File: src/rtl/swire_pkg.sv
package swire_pkg;

    typedef enum logic [2:0] {
        OP_RESET = 3'd0,
        OP_WBIT  = 3'd1,
        OP_RBIT  = 3'd2,
        OP_WBYTE = 3'd3,
        OP_RBYTE = 3'd4
    } op_e;

    typedef enum logic [1:0] {
        SK_RST = 2'd0,
        SK_W0  = 2'd1,
        SK_W1  = 2'd2,
        SK_RD  = 2'd3
    } slot_e;

    typedef enum logic {
        ENG_IDLE   = 1'b0,
        ENG_ACTIVE = 1'b1
    } eng_st_e;

    typedef enum logic {
        SEQ_IDLE = 1'b0,
        SEQ_WAIT = 1'b1
    } seq_st_e;

endpackage

File: src/rtl/swire_sync.sv
module swire_sync #(
    parameter int unsigned STAGES = 2
) (
    input  logic clk,
    input  logic rst_n,
    input  logic din,
    output logic dout
);
    logic [STAGES-1:0] sync_d, sync_q;

    always_comb begin
        sync_d = {sync_q[STAGES-2:0], din};
    end

    // idle line level is high
    always_ff @(posedge clk or negedge rst_n) begin
        if (!rst_n) sync_q <= '1;
        else        sync_q <= sync_d;
    end

    assign dout = sync_q[STAGES-1];
endmodule

File: src/rtl/swire_slot_engine.sv
module swire_slot_engine
    import swire_pkg::*;
#(
    parameter int unsigned CYC_PER_US = 125,
    parameter bit          OVERDRIVE  = 1'b0
) (
    input  logic  clk,
    input  logic  rst_n,
    input  logic  start,
    input  slot_e kind_i,
    input  logic  line_s,
    output logic  pull,
    output logic  fin,
    output logic  stuck,
    output logic  smp
);
    // window lengths in microseconds, per speed
    localparam int unsigned RSTL_US  = OVERDRIVE ? 48 : 480;
    localparam int unsigned RSTH_US  = OVERDRIVE ? 48 : 480;
    localparam int unsigned PRES_US  = OVERDRIVE ? 8  : 70;
    localparam int unsigned SLOT_US  = OVERDRIVE ? 10 : 70;
    localparam int unsigned W1LO_US  = OVERDRIVE ? 1  : 6;
    localparam int unsigned RDLO_US  = OVERDRIVE ? 1  : 6;
    localparam int unsigned RDSMP_US = OVERDRIVE ? 2  : 15;
    localparam int unsigned REC_US   = 1;

    localparam int unsigned RSTL_C  = RSTL_US  * CYC_PER_US;
    localparam int unsigned RSTH_C  = RSTH_US  * CYC_PER_US;
    localparam int unsigned PRES_C  = PRES_US  * CYC_PER_US;
    localparam int unsigned SLOT_C  = SLOT_US  * CYC_PER_US;
    localparam int unsigned W1LO_C  = W1LO_US  * CYC_PER_US;
    localparam int unsigned RDLO_C  = RDLO_US  * CYC_PER_US;
    localparam int unsigned RDSMP_C = RDSMP_US * CYC_PER_US;
    localparam int unsigned REC_C   = REC_US   * CYC_PER_US;

    localparam int unsigned END_RST = RSTL_C + RSTH_C + REC_C - 1;
    localparam int unsigned END_BIT = SLOT_C + REC_C - 1;
    localparam int unsigned CNT_W   = $clog2(END_RST + 1);

    localparam logic [CNT_W-1:0] K_LO_RST  = CNT_W'(RSTL_C - 1);
    localparam logic [CNT_W-1:0] K_LO_W0   = CNT_W'(SLOT_C - 1);
    localparam logic [CNT_W-1:0] K_LO_W1   = CNT_W'(W1LO_C - 1);
    localparam logic [CNT_W-1:0] K_LO_RD   = CNT_W'(RDLO_C - 1);
    localparam logic [CNT_W-1:0] K_SMP_RST = CNT_W'(RSTL_C + PRES_C);
    localparam logic [CNT_W-1:0] K_SMP_RD  = CNT_W'(RDSMP_C);
    localparam logic [CNT_W-1:0] K_END_RST = CNT_W'(END_RST);
    localparam logic [CNT_W-1:0] K_END_BIT = CNT_W'(END_BIT);
    localparam logic [CNT_W-1:0] K_REL_BIT = CNT_W'(SLOT_C);

    typedef struct packed {
        eng_st_e          st;
        logic [CNT_W-1:0] cnt;
        logic             pull;
        logic             fin;
        logic             stuck;
        logic             smp;
        slot_e            kind;
    } eng_t;

    eng_t q, d;
    logic [CNT_W-1:0] lo_last, smp_at, end_at;
    logic             smp_en;

    // per-slot window table
    always_comb begin
        unique case (q.kind)
            SK_RST: begin lo_last = K_LO_RST; smp_at = K_SMP_RST; end_at = K_END_RST; smp_en = 1'b1; end
            SK_W0:  begin lo_last = K_LO_W0;  smp_at = '0;        end_at = K_END_BIT; smp_en = 1'b0; end
            SK_W1:  begin lo_last = K_LO_W1;  smp_at = '0;        end_at = K_END_BIT; smp_en = 1'b0; end
            default: begin lo_last = K_LO_RD; smp_at = K_SMP_RD;  end_at = K_END_BIT; smp_en = 1'b1; end
        endcase
    end

    always_comb begin
        d       = q;
        d.fin   = 1'b0;
        d.stuck = 1'b0;
        unique case (q.st)
            ENG_IDLE: begin
                if (start) begin
                    if (kind_i != SK_RST && !line_s) begin
                        // line not back high: refuse the slot
                        d.fin   = 1'b1;
                        d.stuck = 1'b1;
                    end else begin
                        d.st   = ENG_ACTIVE;
                        d.cnt  = '0;
                        d.pull = 1'b1;
                        d.kind = kind_i;
                    end
                end
            end
            default: begin
                d.cnt = q.cnt + 1'b1;
                if (q.cnt == lo_last) d.pull = 1'b0;
                if (smp_en && q.cnt == smp_at) d.smp = line_s;
                if (q.cnt == end_at) begin
                    d.st  = ENG_IDLE;
                    d.cnt = '0;
                    d.fin = 1'b1;
                end
            end
        endcase
    end

    always_ff @(posedge clk or negedge rst_n) begin
        if (!rst_n) begin
            q <= '{st: ENG_IDLE, cnt: '0, pull: 1'b0, fin: 1'b0,
                   stuck: 1'b0, smp: 1'b1, kind: SK_RST};
        end else begin
            q <= d;
        end
    end

    assign pull  = q.pull;
    assign fin   = q.fin;
    assign stuck = q.stuck;
    assign smp   = q.smp;

    assert_idle_released_R1: assert property (@(posedge clk) disable iff (!rst_n)
        (q.st == ENG_IDLE) |-> !q.pull);

    assert_stuck_no_pull_R9: assert property (@(posedge clk) disable iff (!rst_n)
        (q.st == ENG_IDLE && start && kind_i != SK_RST && !line_s) |=> (!q.pull && q.stuck));

    assert_recovery_released_R5: assert property (@(posedge clk) disable iff (!rst_n)
        (q.st == ENG_ACTIVE && q.kind != SK_RST && q.cnt >= K_REL_BIT) |-> !q.pull);

    assert_start_when_idle_R8: assert property (@(posedge clk) disable iff (!rst_n)
        start |-> (q.st == ENG_IDLE));

    assert_fin_single_R8: assert property (@(posedge clk) disable iff (!rst_n)
        q.fin |=> !q.fin);
endmodule

File: src/rtl/swire_byte_seq.sv
module swire_byte_seq
    import swire_pkg::*;
(
    input  logic       clk,
    input  logic       rst_n,
    input  logic       cmd_valid,
    output logic       cmd_ready,
    input  logic [2:0] cmd_op,
    input  logic [7:0] cmd_data,
    input  logic       eng_fin,
    input  logic       eng_stuck,
    input  logic       eng_smp,
    output logic       eng_start,
    output slot_e      eng_kind,
    output logic       done,
    output logic [7:0] rsp_data,
    output logic       bus_err,
    output logic       presence
);
    typedef struct packed {
        seq_st_e    st;
        op_e        op;
        logic [7:0] shreg;
        logic [2:0] bitcnt;
        logic       start;
        slot_e      kind;
        logic       done;
        logic [7:0] rsp;
        logic       err;
        logic       pres;
    } seq_t;

    seq_t q, d;
    logic [7:0] rd_shift;

    function automatic slot_e wr_kind(input logic b);
        return b ? SK_W1 : SK_W0;
    endfunction

    assign rd_shift = {eng_smp, q.shreg[7:1]};

    always_comb begin
        d       = q;
        d.start = 1'b0;
        d.done  = 1'b0;
        unique case (q.st)
            SEQ_IDLE: begin
                if (cmd_valid) begin
                    d.op     = op_e'(cmd_op);
                    d.shreg  = cmd_data;
                    d.bitcnt = '0;
                    d.st     = SEQ_WAIT;
                    d.start  = 1'b1;
                    unique case (op_e'(cmd_op))
                        OP_RESET:          d.kind = SK_RST;
                        OP_WBIT, OP_WBYTE: d.kind = wr_kind(cmd_data[0]);
                        OP_RBIT, OP_RBYTE: d.kind = SK_RD;
                        default: begin
                            // unknown code: complete without a slot
                            d.st    = SEQ_IDLE;
                            d.start = 1'b0;
                            d.done  = 1'b1;
                            d.err   = 1'b0;
                            d.rsp   = '0;
                        end
                    endcase
                end
            end
            default: begin
                if (eng_fin) begin
                    if (eng_stuck) begin
                        d.st   = SEQ_IDLE;
                        d.done = 1'b1;
                        d.err  = 1'b1;
                        d.rsp  = '0;
                    end else begin
                        d.err = 1'b0;
                        unique case (q.op)
                            OP_RESET: begin
                                d.pres = !eng_smp;
                                d.rsp  = '0;
                                d.st   = SEQ_IDLE;
                                d.done = 1'b1;
                            end
                            OP_RBIT: begin
                                d.rsp  = {7'b0, eng_smp};
                                d.st   = SEQ_IDLE;
                                d.done = 1'b1;
                            end
                            OP_WBYTE: begin
                                if (q.bitcnt == 3'd7) begin
                                    d.rsp  = '0;
                                    d.st   = SEQ_IDLE;
                                    d.done = 1'b1;
                                end else begin
                                    d.shreg  = {1'b0, q.shreg[7:1]};
                                    d.bitcnt = q.bitcnt + 3'd1;
                                    d.kind   = wr_kind(q.shreg[1]);
                                    d.start  = 1'b1;
                                end
                            end
                            OP_RBYTE: begin
                                d.shreg = rd_shift;
                                if (q.bitcnt == 3'd7) begin
                                    d.rsp  = rd_shift;
                                    d.st   = SEQ_IDLE;
                                    d.done = 1'b1;
                                end else begin
                                    d.bitcnt = q.bitcnt + 3'd1;
                                    d.kind   = SK_RD;
                                    d.start  = 1'b1;
                                end
                            end
                            default: begin
                                d.rsp  = '0;
                                d.st   = SEQ_IDLE;
                                d.done = 1'b1;
                            end
                        endcase
                    end
                end
            end
        endcase
    end

    always_ff @(posedge clk or negedge rst_n) begin
        if (!rst_n) begin
            q <= '{st: SEQ_IDLE, op: OP_RESET, shreg: '0, bitcnt: '0,
                   start: 1'b0, kind: SK_RST, done: 1'b0, rsp: '0,
                   err: 1'b0, pres: 1'b0};
        end else begin
            q <= d;
        end
    end

    assign cmd_ready = (q.st == SEQ_IDLE);
    assign eng_start = q.start;
    assign eng_kind  = q.kind;
    assign done      = q.done;
    assign rsp_data  = q.rsp;
    assign bus_err   = q.err;
    assign presence  = q.pres;

    assert_done_pulse_R8: assert property (@(posedge clk) disable iff (!rst_n)
        q.done |=> !q.done);

    assert_busy_after_accept_R8: assert property (@(posedge clk) disable iff (!rst_n)
        (cmd_ready && cmd_valid && cmd_op <= 3'd4) |=> !cmd_ready);

    assert_presence_held_R10: assert property (@(posedge clk) disable iff (!rst_n)
        (q.op != OP_RESET) |=> $stable(q.pres));

    assert_bitcount_bound_R7: assert property (@(posedge clk) disable iff (!rst_n)
        (q.st == SEQ_WAIT && (q.op == OP_WBIT || q.op == OP_RBIT || q.op == OP_RESET))
            |-> (q.bitcnt == 3'd0));
endmodule

File: src/rtl/swire_host.sv
module swire_host
    import swire_pkg::*;
#(
    parameter int unsigned CYC_PER_US  = 125,
    parameter bit          OVERDRIVE   = 1'b0,
    parameter int unsigned SYNC_STAGES = 2
) (
    input  logic       clk,
    input  logic       rst_n,
    input  logic       cmd_valid,
    output logic       cmd_ready,
    input  logic [2:0] cmd_op,
    input  logic [7:0] cmd_data,
    output logic       done,
    output logic [7:0] rsp_data,
    output logic       bus_err,
    output logic       presence,
    output logic       line_pull,
    input  logic       line_in
);
    logic  line_s;
    logic  eng_start, eng_fin, eng_stuck, eng_smp;
    slot_e eng_kind;

    swire_sync #(.STAGES(SYNC_STAGES)) u_sync (
        .clk  (clk),
        .rst_n(rst_n),
        .din  (line_in),
        .dout (line_s)
    );

    swire_byte_seq u_seq (
        .clk      (clk),
        .rst_n    (rst_n),
        .cmd_valid(cmd_valid),
        .cmd_ready(cmd_ready),
        .cmd_op   (cmd_op),
        .cmd_data (cmd_data),
        .eng_fin  (eng_fin),
        .eng_stuck(eng_stuck),
        .eng_smp  (eng_smp),
        .eng_start(eng_start),
        .eng_kind (eng_kind),
        .done     (done),
        .rsp_data (rsp_data),
        .bus_err  (bus_err),
        .presence (presence)
    );

    swire_slot_engine #(.CYC_PER_US(CYC_PER_US), .OVERDRIVE(OVERDRIVE)) u_eng (
        .clk   (clk),
        .rst_n (rst_n),
        .start (eng_start),
        .kind_i(eng_kind),
        .line_s(line_s),
        .pull  (line_pull),
        .fin   (eng_fin),
        .stuck (eng_stuck),
        .smp   (eng_smp)
    );

    assert_err_only_with_done_R9: assert property (@(posedge clk) disable iff (!rst_n)
        $rose(bus_err) |-> done);
endmodule

File: config.mk
export PLATFORM = sky130hd
export DESIGN_NAME = swire_host
export DESIGN_NICKNAME = d
export VERILOG_FILES = /design/src/rtl/swire_pkg.sv /design/src/rtl/swire_sync.sv /design/src/rtl/swire_slot_engine.sv /design/src/rtl/swire_byte_seq.sv /design/src/rtl/swire_host.sv
export SDC_FILE = /design/constraint.sdc
export NUM_CORES = 1
export LEC_CHECK = 0
export BUFFER_PORTS_ARGS = -buffer_cell sky130_fd_sc_hd__buf_2
export CORE_MARGIN = 3
export CORE_UTILIZATION = 50
export CTS_BUF_LIST = sky130_fd_sc_hd__clkbuf_8
export DETAILED_ROUTE_END_ITERATION = 8
export GPL_ROUTABILITY_DRIVEN = 0
export PLACE_DENSITY = 0.66
export RECOVER_POWER = 50
export SYNTH_ARGS = -nofsm -noshare
export SYNTH_HDL_FRONTEND = slang
export SYNTH_HIERARCHICAL = 1
export SYNTH_SLANG_ARGS = --single-unit
File: constraint.sdc
create_clock -name clk -period 3.77 [get_ports clk]
set_input_delay 0.377 -clock clk [delete_from_list [all_inputs] [get_ports clk]]
set_output_delay 0.377 -clock clk [all_outputs]
set_load 0.01 [all_outputs]
-- Word level (Yosys, flattened, before mapping)
Cells that the tools add are included.
- word-level logic and storage cells: 109
- output and inout port bits: 13
- register bits after elaboration: 55
- input bits: 15
- equality and inequality tests: 23
- bitwise gates (word level): 4
- add/subtract/negate cells: 2
- mux-type cells: 35
- reductions and logical operators: 27
- operator list (operator ; count):
    == test 17 bit ; 2
    case mux 17 bit (2 select lines) ; 1
    case mux 16 bit (2 select lines) ; 1
    2-to-1 mux 14 bit ; 2
    2-to-1 mux 28 bit ; 1
    case mux 14 bit (2 select lines) ; 1
    case mux 9 bit (3 select lines) ; 1
    2-to-1 mux 25 bit ; 1
    2-to-1 mux 24 bit ; 1
    2-to-1 mux 21 bit ; 1
    2-to-1 mux 10 bit ; 2
    2-to-1 mux 20 bit ; 1
    2-to-1 mux 19 bit ; 1
    2-to-1 mux 18 bit ; 1
    2-to-1 mux 9 bit ; 2
    adder 17 x 1 -> 17 bit, second input constant ; 1
    == test 17 x 16 -> 1 bit ; 1
    2-to-1 mux 17 bit ; 1
    == test 3 x 2 -> 1 bit, second input constant ; 4
    2-to-1 mux 1 bit ; 12
    AND reduction 5 bit ; 2
    == test 3 bit, second input constant ; 3
    inequality test 3 bit, second input constant ; 3
    AND reduction 3 bit ; 3
    other kinds (23) ; 42

-- Depth between registers and ports, before layout
Gate-level depths: netlist of run 1.
- depth after elaboration: 6
- depth in mapped cells: 8
- depth with buffers taken out: 6

-- By module
Netlist of run 1, hierarchy kept.
- modules (own cells, without submodules) (module ; cells an instance ; instances ; seq. area each (µm²) ; area an instance (µm²)):
    swire_slot_engine ; 174 ; 1 ; 601.8 ; 1634.1
    swire_byte_seq ; 148 ; 1 ; 700.7 ; 1524.0
    swire_sync ; 2 ; 1 ; 52.6 ; 52.6

-- Worst setup path after synthesis of run 1
Ideal clock, no wire load.
- path type: reg-to-reg
- from: register u_eng/q[0] in the netlist's numbering
- to: register u_eng/q[7] in the netlist's numbering
- data required time: 3.648 ns
- arrival time: 2.082 ns
- library setup time: 0.122 ns
- stages on the path, launching flop included: 8
- setup slack: 1.567 ns
- path through: dfrtp_1 > inv_1 > ha_1 > buf_4 > nor4_1 > o22ai_1 > or4_1 > a32o_1
- cells in the longest elaborated chain, start to end: 5
- RTL lines (item ; line ; RTL):
    start: declaration ; swire_slot_engine.sv:60 ; eng_t q, d;
    start signal: assignment ; swire_slot_engine.sv:108 ; q <= '{st: ENG_IDLE, cnt: '0, pull: 1'b0, fin: 1'b0,
    zero test 2 bit ; swire_slot_engine.sv:66 ; unique case (q.kind)
    2-to-1 mux 17 bit ; swire_slot_engine.sv:66 ;
    == test 17 bit ; swire_slot_engine.sv:97 ; if (q.cnt == end_at) begin
    2-to-1 mux 18 bit ; swire_slot_engine.sv:97 ;
    2-to-1 mux 20 bit ; swire_slot_engine.sv:78 ; unique case (q.st)
Every way passes these cells.
A chain may end at the register's enable or synchronous reset.

==> results of run 1 <==
-- state kept, by name, indices dropped and copies added (netlist names), 2 cells and up --
name / cells
u_seq/q: 14
u_seq/rsp_data: 8
u_eng/q: 20
u_sync/sync_q: 2
u_seq/eng_kind: 2
-- per-stage QoR --
step           worst slack [ns]  hold WS [ns]  util (%)  instances
3_5_place_dp              0.931         0.350      54.3        404
4_1_cts                   0.949        0.0301      55.9        412
6_report                  0.993         0.157      55.8        412
3_3_place_gp               1.08         0.346      54.3        404
5_1_grt                   0.669         0.137      55.8        412
2_1_floorplan              1.57        0.0814         -        324
-- final timing paths --
kind	from	end	slack, ns	cells after the start
max	u_eng/q[0]	u_eng/fin	0.99	6
min	line_in	u_sync/sync_q[0]	0.16	1
max reg2reg	u_eng/q[0]	u_eng/fin	0.99	6
min reg2reg	u_sync/sync_q[0]	u_sync/sync_q[1]	0.36	0
max in group asynchronous	rst_n	u_seq/q[27]	1.27	2
min in group asynchronous	rst_n	u_eng/q[8]	0.27	1
-- power groups by stage --
stage                     Combinational [uW]  Clock (uW)  Sequential (uW)
after floorplan                          302           0              729
after global placement                   303           0              789
after detailed placement                 314           0              789
after CTS                                313         368              778
after global routing                     349         385              799
final                                    311         354              781
-- cells by family (layout without fill, tap and decap cells) --
group / count (synthesis) / count (layout)
compound gates: 84 / 84
xor+xnor: 4 / 4
fa+ha+maj: 8 / 8
buf+inv: 35 / 48
flops: 54 / 54
mux: 12 / 12
simple gates: 127 / 127
-- cell type report --
cell class	count	area share, %
Timing Repair Buffer	30	4.48
Inverter	10	1.11
Tap cell	75	2.78
Sequential cell	54	40.1
Multi-Input combinational cell	235	48.6
Clock inverter	2	0.481
Clock buffer	6	2.44
-- synthesized netlist by cell type (8+ instances only) --
library cell	count	area, um2
dfrtp_1	51	1280
nand2_1	38	143
o21ai_0	22	110
a211oi_1	14	105
buf_4	12	90.1
inv_1	10	37.5
mux2_2	10	113
nor2_1	10	37.5
nand3_1	9	45.0
nor3_1	9	45.0
o31ai_1	9	67.6
or4_1	9	67.6
ha_1	8	100
o211ai_1	8	60.1
-- per-layer routing --
| metal | part of all wire (%) | vias to the layer above | GRT usage [%] |
|---|---|---|---|
| met5 | 0 | - | 0 |
| met4 | 0.68 | 0 | 6.04 |
| met3 | 5.7 | 4 | 2.69 |
| met2 | 45 | 70 | 29.2 |
| met1 | 48 | 1227 | 30.2 |
| li1 | - | 1231 | - |
==> flow_summary.yaml, run 1 <==
clocking:
  cts_setup_buffers: 0
  cts-resized-gates: 0
  clkTransAtPathRegs_ns: 0.10
  cts_tree: "built"
  clock_latency_ns: 0.31
  cts_hold_repair.buffers: 0
  clockRootBuffer: "clkbuf_8"
  clock_sinks: 54
  clock_path_buffers: 2
  htreeDepth: 2
  cts_made_buffers: 5
sta:
  fin_crit_sh_pct: 73.6
  hold_violations: 0
  setup_violations: 0
  fin_tns_setup_ns: 0
  slew_viol_final: 35
  timing.fmax_ghz: 0.360
  rsz0062_at_grt: "false"
  clock_skew_ns: 0.00642
  relSlewSlack_pct: -19.1
  worst_slew_pin_slew_ns: 1.79
  layout_min_cycle_time_ns: 2.78
power:
  p_clk_share_pct: 24.5
  netSwitchingFraction_pct: 33.9
  powerDensity_mw_per_mm2: 428
  comb_power_share_pct: 21.5
  pwr-share-seq_pct: 54.0
  power_uw: 1450
  power.leakage_uw: 0.00138
  ir_drop_mv: 0.193
  power.switching_uw: 489
  p_int_uw: 956
logic_synthesis:
  ys.flop_type: "dfrtp_1"
  synth.distinct_cells: 61
  synthMuxAreaShare_pct: 4.29
  async_flop_share_pct: 100
  synthXorXnorAreaFrac_pct: 1.09
  syn-cell-area_mm2: 0.00321
  yosys.area_share.simple_pct: 23.4
  synth_edf_count: 0
  synthCells: 324
  synth_area_per_cell_um2: 9.91
  synth-compound-area-share_pct: 19.3
  ys_seq_elements: 54
  syn_nets: 347
  ys_seq_area_share_pct: 42.2
  yosys_warnings: 6
  synth_fa_ha_area_share_pct: 3.12
  synth_top_family_by_area: "simple AND/OR/NAND/NOR gates"
place:
  io_buffer_count: 27
  placed_cell_area_mm2: 0.00329
  dp_hpwl_um: 5030
route:
  antenna_left: 0
  routed_via_density: 6.15
  vias: 2532
  first_iter_violations: 200
  drc_errors: 0
  finalWirelength_um: 7020
  routedWlPerCell_um: 17.0
  dr.pass1.iters: 4
grt:
  grt_overflow: 0
  grt_pass1_vias: 2273
  antenna_found_initial: 0
  grt_start_max_net_pins: 35
  grtUsageTotal_pct: 19.9
  grt_pass1_wl_um: 11600
finish:
  final-seq-area_mm2: 0.00136
  diodes: 0
  mostFrequentLayoutCell: "dfrtp_1"
  fin_area_mm2: 0.00338
  nFillCells: 571
  final_cell_mix: "51 x dfrtp_1, 38 x nand2_1, 25 x buf_2"
  area_growth_pct: 5.30
  drive_gt1_share_pct: 19.3
  nets: 359
  multi_input_area_mm2: 0.00164
worst_setup_path:
  worstSetupStartpointType: "register"
  path_cells: "inv_1 -> ha_1 -> or4b_4 -> a2111oi_2 -> nor4b_4 -> or2_2"
  endpoint_kind: "register"
  max_stage_delay_ns: 0.76
  critPathMaxFanout: 14
  cpMaxStageDelayCell: "nor4b_4"
  required_ns: 4.02
  arrival_ns: 3.03
  path_class: "register to register"
  crit_family: "simple AND/OR/NAND/NOR gates"
  critPathBufInv: 1
floorplan:
  die_w_um: 86.1
  fp.dieArea_mm2: 0.00742
  core_mm2: 0.00606
  die_h_um: 86.1
  start_util_pct: 53.0
  rows: 28
  io_pins: 28
status:
  status: "finished with violations"
  violations: "max-capacitance violations, max-slew violations"
hold_path:
  hold_class: "primary input to register"
run:
  maxCapViolCount: 1
(Power assumes the default switching activity.)
==> run 2, diff against run 1 <==
==> constraint.sdc (replaced) <==
create_clock -name clk -period 2.8 [get_ports clk]
set_input_delay 0.28 -clock clk [delete_from_list [all_inputs] [get_ports clk]]
set_output_delay 0.28 -clock clk [all_outputs]
set_load 0.01 [all_outputs]
==> run 2 against run 1 <==
The run still ends with max-capacitance violations, max-slew violations left. Clock-buffer cell count decreased by 1. Non-clock buffer count grew 5. Hold slack worse by 0.091 ns. Utilization grew 0.50 points. Fmax grew 13%. Register-to-register slack worse by 0.65 ns. Final area rose by 0.89%. Largest power group unchanged. Highest routed layer unchanged.
==> flow_summary.yaml, run 2 (synthesis results as in run 1) <==
floorplan:
  start_util_pct: 53.0
  rows: 28
  die_h_um: 86.1
  die_w_um: 86.1
  fp.dieArea_mm2: 0.00742
  core_mm2: 0.00606
  io_pins: 28
sta:
  clock_skew_ns: 0.0121
  setup_violations: 0
  rsz0062_at_grt: "false"
  fin_crit_sh_pct: 87.7
  layout_min_cycle_time_ns: 2.46
  relSlewSlack_pct: -55.4
  worst_slew_pin_slew_ns: 2.33
  hold_ws_ns: 0.0657
  timing.fmax_ghz: 0.407
  hold_violations: 0
  fin_tns_setup_ns: 0
  slew_viol_final: 45
finish:
  multi_input_area_mm2: 0.00164
  area_growth_pct: 6.24
  mostFrequentLayoutCell: "dfrtp_1"
  final-seq-area_mm2: 0.00136
  nets: 364
  diodes: 0
  final_cell_mix: "51 x dfrtp_1, 38 x nand2_1, 23 x buf_2"
  regMostFlops: "u_eng/q"
  drive_gt1_share_pct: 19.6
  nFillCells: 573
  largest_register_ffs: 20
worst_setup_path:
  path_cells: "inv_1 -> ha_1 -> or4b_4 -> a2111oi_2 -> nor4b_4 -> buf_4 -> a211oi_1"
  crit_family: "simple AND/OR/NAND/NOR gates"
  startpoint: "u_eng/q[0]"
  r2r_end: "u_eng/q[14]"
  endpoint: "u_eng/q[14]"
  required_ns: 2.98
  path_class: "register to register"
  arrival_ns: 2.64
  r2r_setup_slack_ns: 0.34
  r2r_cells: 7
  critPathBufInv: 2
  r2r_start: "u_eng/q[0]"
  cp.depth: 7
  critPathMaxFanout: 9
  worstSetupStartpointType: "register"
  endpoint_kind: "register"
  cpMaxStageDelayCell: "or4b_4"
  max_stage_delay_ns: 0.55
power:
  pwr-share-seq_pct: 54.1
  power_uw: 1950
  ir_drop_mv: 0.323
  p_int_uw: 1280
  comb_power_share_pct: 22.1
  power.leakage_uw: 0.00140
  p_clk_share_pct: 23.8
  powerDensity_mw_per_mm2: 572
  power.switching_uw: 675
  netSwitchingFraction_pct: 34.6
clocking:
  cts_made_buffers: 5
  cts_hold_repair.buffers: 0
  cts_tree: "built"
  cts_setup_buffers: 0
  htreeDepth: 2
  clock_latency_ns: 0.31
  cts-resized-gates: 0
  clock_path_buffers: 2
  clock_sinks: 54
  clockRootBuffer: "clkbuf_8"
  clkTransAtPathRegs_ns: 0.10
hold_path:
  hold_class: "primary input to register"
route:
  routed_via_density: 6.12
  first_iter_violations: 160
  routedWlPerCell_um: 16.8
  drc_errors: 0
  dr.pass1.iters: 4
  vias: 2552
  antenna_left: 0
  finalWirelength_um: 7020
status:
  violations: "max-capacitance violations, max-slew violations"
  status: "finished with violations"
run:
  maxCapViolCount: 1
grt:
  grt_overflow: 0
  gr-usage-met3_pct: 3.17
  grt_pass1_vias: 2370
  grt_start_max_net_pins: 45
  grt_use_met2_pct: 30.4
  grt_use_met1_pct: 30.4
  busiest_layer: "met2"
  grtUsageTotal_pct: 20.0
  grt_pass1_wl_um: 11900
  antenna_found_initial: 0
place:
  dp_hpwl_um: 5050
  io_buffer_count: 27
run 2: through the flow:
stage / worst slack (ns) / cells / utilization, % / instance area [um2]
floorplan: 0.597 / 324 / - / 3210
global placement: 0.415 / 409 / 54.9 / 3330
detailed placement: 0.329 / 409 / 54.9 / 3330
CTS: 0.310 / 417 / 56.5 / 3420
global route: 0.111 / 417 / 56.3 / 3410
finish: 0.344 / 417 / 56.3 / 3410
run 2: metal layers:
metal	vias to the layer above	routed length [um]
met5	-	0
met4	0	60
met3	6	263
met2	43	3200
met1	1263	3490
li1	1240	-
run 2: power by group through the flow:
stage	Clock [uW]	Sequential (uW)	Combinational [uW]
floorplan	0	982	407
global placement	0	1060	424
detailed placement	0	1070	433
CTS	479	1050	435
global route	511	1080	493
finish	464	1060	431
run 2: cell type report:
| cell class | instances | share of cell area (%) |
|---|---|---|
| clock buffers | 5 | 2.02 |
| clock inverters | 3 | 0.844 |
| inverters | 10 | 1.10 |
| multi-input cells | 235 | 48.2 |
| flip-flops and latches | 54 | 39.7 |
| well taps | 75 | 2.75 |
| repair buffers | 35 | 5.36 |
run 2: worst min-delay path by stage:
| stage | start | end | slack (ns) | cells after the start |
|---|---|---|---|---|
| after global placement | u_sync/sync_q[0] | u_sync/sync_q[1] | 0.35 | 0 |
| after floorplan | rst_n | u_eng/fin | -0.02 | 0 |
| after global routing | line_in | u_sync/sync_q[0] | 0.05 | 1 |
| after CTS | line_in | u_sync/sync_q[0] | 0.06 | 1 |
| after detailed placement | u_sync/sync_q[0] | u_sync/sync_q[1] | 0.35 | 0 |
| final | line_in | u_sync/sync_q[0] | 0.07 | 1 |
